===== src/rtl/txd_guard_pkg.sv =====
// Package: shared types and constants of the transmit dominant timeout guard.
// Assumes: nothing beyond IEEE 1800-2017.
package txd_guard_pkg;

    // Number of flip-flops in the transmit-data synchronizer.
    localparam int SYNC_STAGES = 2;

    // Guard state: the driver may pull dominant only in GRD_ARMED.
    typedef enum logic [1:0] {
        GRD_DISARMED = 2'd0,
        GRD_ARMED    = 2'd1,
        GRD_TRIPPED  = 2'd2
    } grd_state_e;

endpackage


===== src/rtl/txd_guard_sync.sv =====
// Module: multi-flop synchronizer for one asynchronous level.
// Assumes: the input is a slow level signal; the reset value is the idle level.
module txd_guard_sync #(
    parameter int STAGES  = 2,
    parameter bit RST_VAL = 1'b1
) (
    input  logic clk,
    input  logic rst_n,
    input  logic async_in,
    output logic sync_out
);

    logic [STAGES-1:0] chain;

    // Shift the asynchronous level through the flop chain.
    always_ff @(posedge clk) begin
        if (!rst_n) begin
            chain <= {STAGES{RST_VAL}};
        end else begin
            chain <= {chain[STAGES-2:0], async_in};
        end
    end

    assign sync_out = chain[STAGES-1];

endmodule


===== src/rtl/txd_guard_runlen.sv =====
// Module: run-length timer. Counts ticks while the input sits at LEVEL,
// clears at once when the input leaves LEVEL, and saturates at LIMIT.
// Assumes: tick is a one-cycle strobe; LIMIT >= 1.
module txd_guard_runlen #(
    parameter int LIMIT = 10,
    parameter bit LEVEL = 1'b1
) (
    input  logic clk,
    input  logic rst_n,
    input  logic tick,
    input  logic level_in,
    output logic reached
);

    localparam int           CW  = $clog2(LIMIT + 1);
    localparam logic [CW-1:0] LIM = CW'(LIMIT);

    logic [CW-1:0] run_cnt;
    logic          at_level;

    assign at_level = (level_in == LEVEL);

    // Count ticks of an unbroken run at LEVEL, holding at the limit.
    always_ff @(posedge clk) begin
        if (!rst_n) begin
            run_cnt <= '0;
        end else if (!at_level) begin
            run_cnt <= '0;
        end else if (tick && (run_cnt != LIM)) begin
            run_cnt <= run_cnt + 1'b1;
        end
    end

    // The run counts only while the input is still at LEVEL.
    assign reached = at_level && (run_cnt == LIM);

endmodule


===== src/rtl/txd_guard_ctrl.sv =====
// Module: guard state machine. Decides whether the driver is armed and
// whether a timeout is latched.
// Assumes: hi_ok and lo_expired are never 1 together (opposite input levels).
module txd_guard_ctrl
    import txd_guard_pkg::*;
(
    input  logic clk,
    input  logic rst_n,
    input  logic normal_mode,
    input  logic hi_ok,
    input  logic lo_expired,
    output logic armed,
    output logic tripped
);

    grd_state_e state_q, state_d;

    // Next-state decision; an expiry wins over leaving normal mode.
    always_comb begin
        state_d = state_q;
        unique case (state_q)
            GRD_DISARMED: if (normal_mode && hi_ok) state_d = GRD_ARMED;
            GRD_ARMED: begin
                if (lo_expired)        state_d = GRD_TRIPPED;
                else if (!normal_mode) state_d = GRD_DISARMED;
            end
            GRD_TRIPPED: begin
                if (hi_ok) state_d = normal_mode ? GRD_ARMED : GRD_DISARMED;
            end
            default: state_d = GRD_DISARMED;
        endcase
    end

    // State register.
    always_ff @(posedge clk) begin
        if (!rst_n) begin
            state_q <= GRD_DISARMED;
        end else begin
            state_q <= state_d;
        end
    end

    assign armed   = (state_q == GRD_ARMED);
    assign tripped = (state_q == GRD_TRIPPED);

endmodule


===== src/rtl/txd_dom_guard.sv =====
// Module: transmit dominant timeout guard (top). Synchronizes transmit data,
// qualifies high time for release, times low runs and gates the driver request.
// Assumes: tick_us is a one-cycle strobe per time unit; TMO_TICKS and
// REL_TICKS are in those units.
module txd_dom_guard
    import txd_guard_pkg::*;
#(
    parameter int TMO_TICKS = 60000,
    parameter int REL_TICKS = 11,
    parameter bit TMO_EN    = 1'b1
) (
    input  logic clk,
    input  logic rst_n,
    input  logic tick_us,
    input  logic txd_in,
    input  logic normal_mode,
    input  logic uv_flag,
    output logic drv_dom,
    output logic tmo_flag
);

    logic txd_s;
    logic hi_ok;
    logic lo_expired;
    logic armed;

    txd_guard_sync #(
        .STAGES (SYNC_STAGES),
        .RST_VAL(1'b1)
    ) u_sync (
        .clk     (clk),
        .rst_n   (rst_n),
        .async_in(txd_in),
        .sync_out(txd_s)
    );

    txd_guard_runlen #(
        .LIMIT(REL_TICKS),
        .LEVEL(1'b1)
    ) u_hi_run (
        .clk     (clk),
        .rst_n   (rst_n),
        .tick    (tick_us),
        .level_in(txd_s),
        .reached (hi_ok)
    );

    generate
        if (TMO_EN) begin : g_tmo
            txd_guard_runlen #(
                .LIMIT(TMO_TICKS),
                .LEVEL(1'b0)
            ) u_lo_run (
                .clk     (clk),
                .rst_n   (rst_n),
                .tick    (tick_us),
                .level_in(txd_s),
                .reached (lo_expired)
            );
        end else begin : g_no_tmo
            assign lo_expired = 1'b0;
        end
    endgenerate

    txd_guard_ctrl u_ctrl (
        .clk        (clk),
        .rst_n      (rst_n),
        .normal_mode(normal_mode),
        .hi_ok      (hi_ok),
        .lo_expired (lo_expired),
        .armed      (armed),
        .tripped    (tmo_flag)
    );

    // Drive dominant only when armed, requested, in normal mode and supplied.
    assign drv_dom = armed && !txd_s && normal_mode && !uv_flag;

endmodule


===== config.mk =====
export PLATFORM = sky130hd
export DESIGN_NAME = txd_dom_guard
export DESIGN_NICKNAME = d
export VERILOG_FILES = /design/src/rtl/txd_guard_pkg.sv /design/src/rtl/txd_guard_sync.sv /design/src/rtl/txd_guard_runlen.sv /design/src/rtl/txd_guard_ctrl.sv /design/src/rtl/txd_dom_guard.sv
export SDC_FILE = /design/constraint.sdc
export NUM_CORES = 1
export LEC_CHECK = 0
export ABC_AREA = 1
export BUFFER_PORTS_ARGS = -buffer_cell sky130_fd_sc_hd__buf_2
export CAP_MARGIN = 25
export CORE_MARGIN = 2
export CORE_UTILIZATION = 42
export DETAILED_ROUTE_END_ITERATION = 10
export REMOVE_ABC_BUFFERS = 1
export SETUP_SLACK_MARGIN = 0.3
export SYNTH_ARGS = -nofsm -noshare
export SYNTH_HDL_FRONTEND = slang
export SYNTH_SLANG_ARGS = --single-unit

===== constraint.sdc =====
create_clock -name clk -period 2.25 [get_ports clk]
set_input_delay 0.45 -clock clk [delete_from_list [all_inputs] [get_ports clk]]
set_output_delay 0.45 -clock clk [all_outputs]
set_load 0.05 [all_outputs]

==> metrics.txt <==
outcome finished clean; Initial DRC Count 47; per-cell routed wire length approximately 11 microns; maximum vdd ir drop 261 uV; maximum fanout along the worst path 7; hold violation total from the final report 0; number of global-route vias before repair 1202; HPWL after detailed placement around 2.3 mm; Critical Path RT 1.80 ns; post-cts gate resize count 0; Total Wirelength 3.02 mm; cell leakage power between 0.5 and 0.6 nW; power density over the cells ~510 nW/um^2; overflow left after global routing 0; maximum buffer depth of the clock tree 2; gr usage total 17.3%; Synth warnings 0; clock skew 0.00291 ns; transition at the pin with the smallest max-transition slack 0.570 ns; top library cells by usage in the layout, fill and taps aside nand2_1 (58), nor2_1 (33), inv_1 (27); Finish-stage setup viols 0; RePlAce Congestion about 0.82; synthesized area per cell 6.54 sq um; synthesized netlist cell count 218; Die X-Extent just over 60 microns; via-per-instance ratio 4.81; area post-placement 1480 sq um; Distinct cells, synth 24; largest net degree at the start of global routing 15; placement row count 21; Worst setup SP type register; final worst path period need 1.74 ns; reg2reg setup slack 0.57 ns; min-delay worst type in2reg; wire length of the first global-routing pass between 5 and 6 mm; total instance count after detailed placement about 270; DRC violations left 0; core box area 3280 sq um; crit end category output port; clock latency on the worst-skew pair between 0.3 and 0.4 ns; io pins 8; clock tree root driver cell clkbuf_4; part of the Yosys area used for sequential elements 33.7%; height of the die 62.3 microns; number of pins with negative max-slew slack in the final report 0; total of hold buffers inserted after clock tree synthesis 0; final net count around 240; ratio of cells with drive above 1 in the final layout ~12%; FFs w/ async S/R, synth 0%; final worst-path cycle share 77.2%; clock slew at reported path FFs 0.13 ns; worst max-slew margin expressed relative to the limit between 60% and 70%; unrepaired setup endpoints after global routing no; TritonCTS clock tree done; initial antenna violation count 0; Setup CP Type reg2out; maximum operating frequency 576 MHz; most common cell after layout, fill and taps aside nand2_1; post-route cell area around 1500 sq um; area added between synthesis and finish 7.55%; setup repair bufs after CTS 0; register bit count reported by yosys 24; count of antenna diodes in the layout 0; router iterations before antenna repair 4; DRT antenna net count 0; arrival time worst endpoint around 1.3 ns; I/O Buffers 7; total clock sinks 24; Starting Density 43.4%; final std cells w/o fill 271; TritonCTS buffer count 3; Synth Flop Type dfxtp_1; Vias 1303; EDFF count, synth 0; Maximum Capacitance Violations 0; netlist area before placement approximately 1400 sq um; total die area 3880 sq um; Total Neg Setup Slack 0 ns; Clock H-tree levels 1
==> cell families after synthesis <==
logic type	Yosys count	share of synthesized area [%]
flops	24	33.7
fa+ha+maj	3	2.63
compound gates	25	10.8
simple gates	127	38.6
xor+xnor	6	3.69
buf+inv	33	10.5
==> metrics by stage <==
| step | total power (W) | hold slack [ns] | setup slack, ns | util [%] |
|---|---|---|---|---|
| final | 0.000786 | 0.321 | 0.513 | 46.7 |
| after global routing | 0.000832 | 0.294 | 0.319 | 46.7 |
| after detailed placement | 0.000483 | 0.401 | 0.612 | 45.1 |
| after floorplan | 0.000466 | 0.393 | -0.203 | - |
| after CTS | 0.000799 | 0.305 | 0.484 | 46.7 |
| after global placement | 0.000482 | 0.395 | 0.686 | 45.1 |
==> path summary, 6_finish.rpt <==
path                                     end  cells past startpoint                      start
setup / recovery                     drv_dom                      2            u_sync.chain[1]
hold / removal               u_sync.chain[0]                      2                     txd_in
setup reg to reg  g_tmo.u_lo_run.run_cnt[15]                      9  g_tmo.u_lo_run.run_cnt[0]
hold reg to reg              u_sync.chain[1]                      1            u_sync.chain[0]
==> power by group <==
part	switching, W	internal [W]
registers	0.00000490	0.000430
clock network	0.000132	0.000180
logic	0.0000257	0.0000126
==> critical path, cell delays in order (launching register included) <==
cell     delay, ns
dfxtp_1       0.39
nor4_1        0.28
buf_2         0.30
==> sequential cells by signal (all words and copies together), names as in the netlist <==
signal,flops
u_hi_run.run_cnt,4
u_ctrl.state_q,2
g_tmo.u_lo_run.run_cnt,16
u_sync.chain,2
==> layout make-up <==
cell class	count	area, sq um
Clock inverter	1	30.0
Tap cell	46	57.6
Timing Repair Buffer	8	42.5
Fill cell	379	1750
Multi-Input combinational cell	161	795
Sequential cell	24	480
Inverter	28	105
Clock buffer	3	22.5
==> synth_stat cells, types with 2 or more instances <==
master | instances | share of area [%]
ha_1 | 3 | 2.6
nand2_1 | 58 | 15
or2_2 | 2 | 0.88
nor2_2 | 3 | 1.3
xor2_1 | 6 | 3.7
nor2_1 | 33 | 8.7
a21oi_2 | 6 | 3.7
nand2_2 | 3 | 1.3
a21oi_1 | 11 | 3.9
inv_1 | 27 | 7.1
nand3_1 | 16 | 5.6
nand4_1 | 9 | 4.0
dfxtp_1 | 24 | 34
o21ai_0 | 6 | 2.1
buf_2 | 2 | 0.70
==> metal layers <==
metal	global-route usage (%)	wire length, microns	share of wire, %	vias to the layer above
met5	0	0	0	-
met4	5.56	43	1.4	0
li1	-	-	-	711
met2	26.6	1290	43	17
met3	4.53	86	2.8	4
met1	23.6	1600	53	571
No activity file was read; power rests on OpenSTA's default activity.
